<file path="config.mk">
export PLATFORM = sky130hd
export DESIGN_NAME = bus_power_mode_ctrl
export DESIGN_NICKNAME = d
export VERILOG_FILES = /design/src/rtl/pm_pkg.sv /design/src/rtl/pm_level_filter.sv /design/src/rtl/pm_pin_decode.sv /design/src/rtl/bus_power_mode_ctrl.sv
export SDC_FILE = /design/constraint.sdc
export NUM_CORES = 1
export LEC_CHECK = 0
export BUFFER_PORTS_ARGS = -buffer_cell sky130_fd_sc_hd__buf_2
export CAP_MARGIN = 15
export CORE_MARGIN = 2
export CORE_UTILIZATION = 50
export CTS_BUF_LIST = sky130_fd_sc_hd__clkbuf_16
export DETAILED_ROUTE_END_ITERATION = 16
export PLACE_DENSITY = 0.72
export SLEW_MARGIN = 20
export SYNTH_ARGS = -nofsm -noshare
export SYNTH_HDL_FRONTEND = slang
export SYNTH_HIERARCHICAL = 1
export SYNTH_SLANG_ARGS = --single-unit
</file>
<file path="constraint.sdc">
create_clock -name clk -period 1.7 [get_ports clk]
set_input_delay 0.34 -clock clk [delete_from_list [all_inputs] [get_ports clk]]
set_output_delay 0.34 -clock clk [all_outputs]
set_load 0.01 [all_outputs]
</file>
<file path="src/rtl/pm_pkg.sv">
package pm_pkg;

    typedef enum logic [1:0] {
        PM_OFF     = 2'd0,
        PM_STANDBY = 2'd1,
        PM_ACTIVE  = 2'd2,
        PM_SLEEP   = 2'd3
    } pm_state_e;

    typedef enum logic [1:0] {
        ORIGIN_POWERUP   = 2'd0,
        ORIGIN_BUSWAKE   = 2'd1,
        ORIGIN_LOCALWAKE = 2'd2
    } stby_origin_e;

    localparam logic [1:0] TERM_FLOAT = 2'b00;
    localparam logic [1:0] TERM_RES   = 2'b01;
    localparam logic [1:0] TERM_CSRC  = 2'b10;

    localparam logic [1:0] RXM_HIZ  = 2'b00;
    localparam logic [1:0] RXM_LOW  = 2'b01;
    localparam logic [1:0] RXM_DATA = 2'b10;

endpackage

</file>
<file path="src/rtl/pm_level_filter.sv">
module pm_level_filter #(
    parameter int LIMIT = 8,
    parameter bit LEVEL = 1'b1
) (
    input  logic clk,
    input  logic por_i,
    input  logic arm_i,
    input  logic sig_i,
    output logic run_o,
    output logic hit_o
);
    localparam int CW = $clog2(LIMIT + 1);

    logic [CW-1:0] cnt_q;
    logic          match;

    assign match = arm_i && (sig_i == LEVEL);

    always_ff @(posedge clk or posedge por_i) begin
        if (por_i) begin
            cnt_q <= '0;
        end else if (!match) begin
            cnt_q <= '0;
        end else if (cnt_q != CW'(LIMIT)) begin
            cnt_q <= cnt_q + 1'b1;
        end
    end

    assign run_o = match;
    assign hit_o = match && (cnt_q == CW'(LIMIT - 1));

    // a broken run leaves the count at zero
    a_r4_count_clears: assert property (@(posedge clk) disable iff (por_i)
        !match |=> (cnt_q == '0));

endmodule

</file>
<file path="src/rtl/pm_pin_decode.sv">
module pm_pin_decode
    import pm_pkg::*;
(
    input  pm_state_e    state_i,
    input  stby_origin_e origin_i,
    input  logic         bus_rx_i,
    output logic         xcvr_en_o,
    output logic         inh_on_o,
    output logic [1:0]   term_sel_o,
    output logic [1:0]   rx_mode_o,
    output logic         rx_data_o,
    output logic         txpd_strong_o
);
    always_comb begin
        xcvr_en_o     = 1'b0;
        inh_on_o      = 1'b0;
        term_sel_o    = TERM_FLOAT;
        rx_mode_o     = RXM_HIZ;
        txpd_strong_o = 1'b0;
        unique case (state_i)
            PM_OFF: begin
            end
            PM_STANDBY: begin
                inh_on_o      = 1'b1;
                term_sel_o    = TERM_RES;
                rx_mode_o     = (origin_i == ORIGIN_POWERUP) ? RXM_HIZ : RXM_LOW;
                txpd_strong_o = (origin_i == ORIGIN_LOCALWAKE);
            end
            PM_ACTIVE: begin
                xcvr_en_o  = 1'b1;
                inh_on_o   = 1'b1;
                term_sel_o = TERM_RES;
                rx_mode_o  = RXM_DATA;
            end
            PM_SLEEP: begin
                term_sel_o = TERM_CSRC;
            end
        endcase
    end

    always_comb begin
        unique case (rx_mode_o)
            RXM_DATA: rx_data_o = bus_rx_i;
            RXM_LOW:  rx_data_o = 1'b0;
            default:  rx_data_o = 1'b1;
        endcase
    end

endmodule

</file>
<file path="src/rtl/bus_power_mode_ctrl.sv">
module bus_power_mode_ctrl
    import pm_pkg::*;
#(
    parameter int EN_CYC  = 8,
    parameter int DIS_CYC = 12
) (
    input  logic       clk,
    input  logic       por_i,
    input  logic       en_i,
    input  logic       wake_valid_i,
    input  logic       wake_local_i,
    input  logic       bus_rx_i,
    output logic       xcvr_en_o,
    output logic       inh_on_o,
    output logic [1:0] term_sel_o,
    output logic [1:0] rx_mode_o,
    output logic       rx_data_o,
    output logic       txpd_strong_o
);
    pm_state_e    state_q, state_d;
    stby_origin_e origin_q, origin_d, wake_origin;
    logic         en_arm, en_run, en_hit;
    logic         dis_arm, dis_run, dis_hit;

    assign en_arm      = (state_q == PM_STANDBY) || (state_q == PM_SLEEP);
    assign dis_arm     = (state_q == PM_ACTIVE);
    assign wake_origin = wake_local_i ? ORIGIN_LOCALWAKE : ORIGIN_BUSWAKE;

    pm_level_filter #(.LIMIT(EN_CYC), .LEVEL(1'b1)) u_en_filt (
        .clk   (clk),
        .por_i (por_i),
        .arm_i (en_arm),
        .sig_i (en_i),
        .run_o (en_run),
        .hit_o (en_hit)
    );

    pm_level_filter #(.LIMIT(DIS_CYC), .LEVEL(1'b0)) u_dis_filt (
        .clk   (clk),
        .por_i (por_i),
        .arm_i (dis_arm),
        .sig_i (en_i),
        .run_o (dis_run),
        .hit_o (dis_hit)
    );

    always_comb begin
        state_d  = state_q;
        origin_d = origin_q;
        unique case (state_q)
            PM_OFF: begin
                state_d  = PM_STANDBY;
                origin_d = ORIGIN_POWERUP;
            end
            PM_STANDBY: begin
                if (en_run) origin_d = ORIGIN_POWERUP;
                if (en_hit) state_d = PM_ACTIVE;
            end
            PM_ACTIVE: begin
                if (dis_run && wake_valid_i) begin
                    state_d  = PM_STANDBY;
                    origin_d = wake_origin;
                end else if (dis_hit) begin
                    state_d = PM_SLEEP;
                end
            end
            PM_SLEEP: begin
                if (wake_valid_i) begin
                    state_d  = PM_STANDBY;
                    origin_d = wake_origin;
                end else if (en_hit) begin
                    state_d = PM_ACTIVE;
                end
            end
        endcase
    end

    always_ff @(posedge clk or posedge por_i) begin
        if (por_i) begin
            state_q  <= PM_OFF;
            origin_q <= ORIGIN_POWERUP;
        end else begin
            state_q  <= state_d;
            origin_q <= origin_d;
        end
    end

    pm_pin_decode u_pins (
        .state_i       (state_q),
        .origin_i      (origin_q),
        .bus_rx_i      (bus_rx_i),
        .xcvr_en_o     (xcvr_en_o),
        .inh_on_o      (inh_on_o),
        .term_sel_o    (term_sel_o),
        .rx_mode_o     (rx_mode_o),
        .rx_data_o     (rx_data_o),
        .txpd_strong_o (txpd_strong_o)
    );

    a_r3_no_entry_without_en: assert property (@(posedge clk) disable iff (por_i)
        (state_q != PM_ACTIVE && !en_i) |=> (state_q != PM_ACTIVE));

    a_r5_hold_active_with_en: assert property (@(posedge clk) disable iff (por_i)
        (state_q == PM_ACTIVE && en_i) |=> (state_q == PM_ACTIVE));

    a_r6_wake_leaves_sleep: assert property (@(posedge clk) disable iff (por_i)
        (state_q == PM_SLEEP && wake_valid_i) |=> (state_q == PM_STANDBY));

    a_r8_standby_pins_hold: assert property (@(posedge clk) disable iff (por_i)
        (state_q == PM_STANDBY && !en_i) |=>
            (state_q == PM_STANDBY && $stable(rx_mode_o) && $stable(txpd_strong_o)));

    a_r10_xcvr_only_active: assert property (@(posedge clk) disable iff (por_i)
        xcvr_en_o |-> (state_q == PM_ACTIVE && inh_on_o));

endmodule

</file>
After elaboration in Yosys (flattened, before gate mapping)
Index checks and enable logic that the tools add are counted.
{"block": "totals", "register_bits": 12, "inputBits": 6, "out_inout_bits": 8, "elab_cells": 54}
{"block": "classes", "n_addsub": 2, "eq_ne": 16, "muxes": 21, "n_bitwise": 1, "reduce_logical": 10}
{"cell": "$mux W2", "count": 8}
{"cell": "$mux W4", "count": 4}
{"cell": "$pmux W2 S4", "count": 2}
{"cell": "$add A4 B1 Y4 const B", "count": 2}
{"cell": "$eq A2 B2 Y1 const B", "count": 4}
{"cell": "$ne A4 B4 Y1 const B", "count": 2}
{"cell": "$pmux W2 S2", "count": 2}
{"cell": "$ne A2 B2 Y1 const B", "count": 3}
{"cell": "$logic_and A1 B1 Y1", "count": 5}
{"cell": "$eq A2 B1 Y1 const B", "count": 2}
{"cell": "$eq A4 B3 Y1 const B", "count": 1}
{"cell": "$eq A4 B4 Y1 const B", "count": 1}
{"cell": "$logic_not A2 Y1", "count": 2}
{"cell": "$mux W1", "count": 4}
{"cell": "$ne A2 B1 Y1 const B", "count": 2}
{"cell": "$ne A3 B3 Y1 const B", "count": 1}
{"cell": "$reduce_and A3 Y1", "count": 1}
{"cell": "$pmux W1 S2", "count": 1}
{"cell": "$reduce_or A2 Y1", "count": 1}
{"cell": "$logic_or A1 B1 Y1", "count": 1}
{"cell": "$not A1 Y1", "count": 1}

Logic depth before layout (Yosys ltp)
{"block": "logic_depth", "word_depth": 7, "depth_mapped": 7}

Hierarchy
The synthesis kept the hierarchy.
{"module": "pm_level_filter (u_dis_filt)", "instances": 1, "cells_each": 28, "area_each_um2": 262.8}
{"module": "pm_level_filter (u_en_filt)", "instances": 1, "cells_each": 25, "area_each_um2": 239.0}
{"module": "bus_power_mode_ctrl", "instances": 1, "cells_each": 24, "area_each_um2": 221.5}
{"module": "pm_pin_decode", "instances": 1, "cells_each": 12, "area_each_um2": 95.1}

Least setup slack after synthesis
No wires, ideal clock.
{"block": "synth_path", "path_kind": "register to register", "startpoint": "reg state_q[1]", "endpoint": "reg origin_q[1]", "setup_ns": 0.126, "arrival_time_ns": 1.385, "t_required_ns": 1.574, "slack_ns": 0.189, "stages_incl_launch_ff": 8, "n_path_buf": 1, "period_less_slack_ns": 1.511, "path_cell_list": "dfrtp_1 -> buf_2 -> and2b_4 -> nand2b_1 -> inv_1 -> o21ai_2 -> mux2i_1 -> mux2i_1"}
{"block": "synth_via", "elab_chain_len": 5, "elab_cells_between_ends": 13}
{"element": "start: declaration", "line": "bus_power_mode_ctrl.sv:20", "text": "pm_state_e state_q, state_d;"}
{"element": "start signal: assignment", "line": "bus_power_mode_ctrl.sv:83", "text": "state_q <= state_d;"}
{"element": "$eq A2 B2 Y1", "line": "bus_power_mode_ctrl.sv:26", "text": "assign dis_arm = (state_q == PM_ACTIVE);"}
{"element": "named net dis_arm", "line": "bus_power_mode_ctrl.sv:23", "text": "logic dis_arm, dis_run, dis_hit;"}
{"element": "$logic_and A1 B1 Y1", "line": "pm_level_filter.sv:17", "text": "assign match = arm_i && (sig_i == LEVEL);"}
{"element": "named net dis_run", "line": "bus_power_mode_ctrl.sv:23"}
{"element": "$logic_and A1 B1 Y1", "line": "bus_power_mode_ctrl.sv:60", "text": "if (dis_run && wake_valid_i) begin"}
{"element": "$ne A2 B2 Y1 (no line)"}
{"element": "$reduce_and A3 Y1 (no line)"}
{"element": "end signal: assignment", "line": "bus_power_mode_ctrl.sv:84", "text": "origin_q <= origin_d;"}
{"element": "end: declaration", "line": "bus_power_mode_ctrl.sv:21", "text": "stby_origin_e origin_q, origin_d, wake_origin;"}
The timed path passes the listed nets, and every way through them passes these cells.
A chain may end at the register's enable or synchronous reset.

Final worst setup path
{"block": "layout_path", "startpoint": "reg state_q[1]", "endpoint": "out rx_data_o"}
{"block": "layout_via", "elab_chain_len": 4, "elab_cells_between_ends": 6}
{"element": "$eq A2 B2 Y1 or $eq A2 B1 Y1 (tied branches)", "line": "pm_pin_decode.sv:20", "text": "unique case (state_i)"}
{"element": "$pmux W2 S2 (*)", "line": "pm_pin_decode.sv:20"}
{"element": "$eq A2 B1 Y1 or $eq A2 B2 Y1 (tied branches)", "line": "pm_pin_decode.sv:42", "text": "unique case (rx_mode_o)"}
{"element": "$pmux W1 S2 (*)", "line": "pm_pin_decode.sv:42"}
{"element": "end: declaration", "line": "bus_power_mode_ctrl.sv:17", "text": "output logic rx_data_o,"}
Every way passes the cells marked *; elsewhere a longest branch is shown, timed or not.

==> summary.txt <==
Drt
  • Iteration-0 DRC Markers: 7
  • Routed Antenna Nets: 0
  • DR WL/cell: ~12 microns
  • Vias: between 600 and 700
  • Pre-antenna DRT Iters: 4
  • Via density: roughly 5.2
  • Final WL: roughly 1.4 mm
  • Residual DRC: 0

Timing
  • Max transition margin: 84.0%
  • Worst slew pin tran: ~240 ps
  • RSZ-0062 raised after global routing: false
  • Fin worst setup slack: about 65 ps
  • Final setup fails: 0
  • Final period util: between 90% and 100%
  • Worst hold margin: 1.71 ps
  • Maximum clock frequency: between 600 and 700 MHz
  • Max-slew violation count: 0
  • Crit path time final: around 1600 ps
  • Hold Vio Cnt, Final: 0
  • Fin Clk Skew: 0.444 ps
  • Sum Neg Setup Slack: 0 ps

Setup path
  • WP data arrival: around 1300 ps
  • Setup CP Type: flip-flop to output pin
  • Worst reg2reg endpoint: origin_q[0]$_DFFE_PP0P_
  • Setup crit end kind: output pin
  • Reg2Reg Setup Slack: between 150 and 200 ps
  • FF-to-FF Start: state_q[0]$_DFFE_PP0P_
  • Reg2Reg Depth: 6
  • WP data required: around 1400 ps
  • Startpoint types: flip-flop
  • Crit Path Max Fanout: 11

Floorplan
  • Initial Util: 53.7%
  • Die area: 0.00198 sq mm
  • Placement Rows: 14
  • Die width: between 40 and 50 microns
  • Top Ports: 14
  • Die Span Y: 44.5 microns
  • Core area: between 0.0015 and 0.002 sq mm

Clock network
  • CTS tree: done
  • Clock transition at path regs: approximately 40 ps
  • Total CTS buffers: 3
  • Max Root-Sink Buffers: 2
  • # clock sinks: 12
  • Worst skew pair latency: 230 ps
  • Max H-tree Level: 1
  • Post-CTS Hold Buffers: 0
  • Root buffer cell: clkbuf_16

Logic synthesis
  • Post-synthesis register bit count: 12
  • Synth area leaders: dfrtp_1 (37%), ha_1 (11%), inv_1 (6.4%)
  • Count of cell types in the netlist: 31
  • Synthesis Warnings: 6
  • Post-synthesis sequential area ratio: between 30% and 40%
  • Main flop type after synthesis: dfrtp_1
  • Post-Syn Area: ~820 sq um
  • Top-count cell post-synth: inv_1
  • Async S/R FF share, synth: between 90% and 100%
  • Syn Nets: 102
  • Post-synth EDFFs: 0
  • Avg Synthesized Cell Area: 9.19 sq um
  • Synth cell count leaders: inv_1 (14), dfrtp_1 (12), nand2_1 (9)
  • Post-synth top area cell: dfrtp_1
  • Synth Instances: roughly 90
  • Yosys top cell area share: between 30% and 40%

Placement
  • Post-DP HPWL: approximately 1.1 mm
  • I/O Buffers: 13
  • Placer Congestion: approximately 0.68
  • Worst setup slack after placement: ~180 ps
  • Cell area after placement: between 800 and 900 sq um

Cells and area
  • Layout area overhead: 18.2%
  • Final core utilization: 63.5%
  • Fin nets: roughly 120
  • Layout cells sized above 1: between 20 and 30%
  • Fin area: 967 sq um
  • Ant. Diodes: 0

Hold path
  • Worst Hold Class: primary input to asynchronous set/reset pin

Power and ir drop
  • Worst vdd ir: 0.638 mV
  • Power density cells: ~790 mW/mm^2
  • Leak: just under 0.5 nW

Global route
  • Global-route wire length before repair: 2.45 mm
  • Total GRT Usage: 17.5%
  • Grt total ovfl: 0
  • Largest net degree at the start of global routing: 12
  • Initial antenna violation count: 0
  • Vias in the first global route: about 600

Job
  • MaxCap Viol Count: 0

Run status
  • Outcome: complete, no violations
[sequential cells by signal, summed over array words and instances (netlist names)]
signal            flops
state_q               2
origin_q              2
u_en_filt/cnt_q       4
u_dis_filt/cnt_q      4
[worst max-delay path, cell delays in order (launching register included)]
cell	delay, ps
dfrtp_2	460
inv_1	60
ha_1	180
o21a_1	110
mux2i_1	110
buf_2	140
[cell usage in the layout, fill, tap and decap left out, drive strengths merged]
| master | synthesis | final |
|---|---|---|
| clkbuf | 1 | 3 |
| mux2i | 5 | 5 |
| a21oi | 3 | 3 |
| nor3 | 2 | 2 |
| a211oi | 2 | 2 |
| buf | 3 | 14 |
| nand3b | 5 | 5 |
| xnor2 | 1 | 1 |
| o21a | 1 | 1 |
| a31o | 1 | 1 |
| nand2 | 9 | 9 |
| and3 | 1 | 1 |
| dfrtp | 12 | 12 |
| and2 | 1 | 1 |
| nand4 | 1 | 1 |
| nor2 | 4 | 4 |
| nand3 | 4 | 4 |
| clkinv | 0 | 1 |
| xor2 | 1 | 1 |
| o21ai | 2 | 2 |
| ha | 7 | 7 |
| nor2b | 2 | 2 |
| inv | 14 | 14 |
| or3b | 1 | 1 |
| and3b | 1 | 1 |
| and2b | 1 | 1 |
| a31oi | 2 | 2 |
| nand2b | 2 | 2 |
[logic make-up after synthesis]
family                     count (synthesis)  synth area share, %
AOI/OAI and AO/OA                         11                 10.1
and+or+nand+nor                           34                 24.9
xor gates and xnor gates                   2                 2.14
DFF                                       12                 36.7
buffers and inverters                     18                 9.33
adders and majority gates                  7                 10.7
muxes                                      5                 6.12
[how the worst max path moves through the flow]
| stage | slack (ps) | startpoint | end | cells past startpoint |
|---|---|---|---|---|
| finish | 70 | state_q[1]$_DFFE_PP0P_ | rx_data_o | 5 |
| global route | 2 | state_q[1]$_DFFE_PP0P_ | rx_data_o | 5 |
| CTS | 50 | state_q[1]$_DFFE_PP0P_ | rx_data_o | 5 |
| detailed placement | 180 | state_q[0]$_DFFE_PP0P_ | origin_q[0]$_DFFE_PP0P_ | 6 |
| global placement | 210 | state_q[0]$_DFFE_PP0P_ | origin_q[0]$_DFFE_PP0P_ | 6 |
| floorplan | 190 | state_q[1]$_DFFE_PP0P_ | origin_q[1]$_DFFE_PP0P_ | 7 |
[power by group]
part | total, W | internal, W | switching [W] | leakage [nW]
logic | 0.0000477 | 0.0000212 | 0.0000265 | 0.297
registers | 0.000301 | 0.000293 | 0.00000807 | 0.158
clock network | 0.000416 | 0.000308 | 0.000107 | 0.0385
[final cells by class]
type	count	area (sq um)
Multi-Input combinational cell	59	442
Inverter	14	52.6
Timing Repair Buffer	14	72.6
Sequential cell	12	302
Clock buffer	3	75.1
Clock inverter	1	3.75
Fill cell	130	557
Tap cell	16	20.0
[metal layers]
metal,vias up,routed length (microns),GRT usage (%)
li1,319,-,-
met2,14,682,28.5
met4,0,15,12.1
met3,2,50,2.86
met5,-,0,0
met1,289,651,21.0
[through the flow]
stage | instances | total power (W)
2_1_floorplan | 89 | 0.000338
3_3_place_gp | 115 | 0.000352
3_5_place_dp | 115 | 0.000353
4_1_cts | 119 | 0.000778
5_1_grt | 119 | 0.000798
6_report | 119 | 0.000765
[timing repair]
| action | in CTS | in global routing |
|---|---|---|
| gates resized for setup | 1 | 0 |
| endpoints found under the hold margin | 0 | 0 |
| buffers inserted | 0 | 0 |
| setup endpoints to repair | 1 | 0 |
Note: power is estimated with default switching activity, not from simulation.
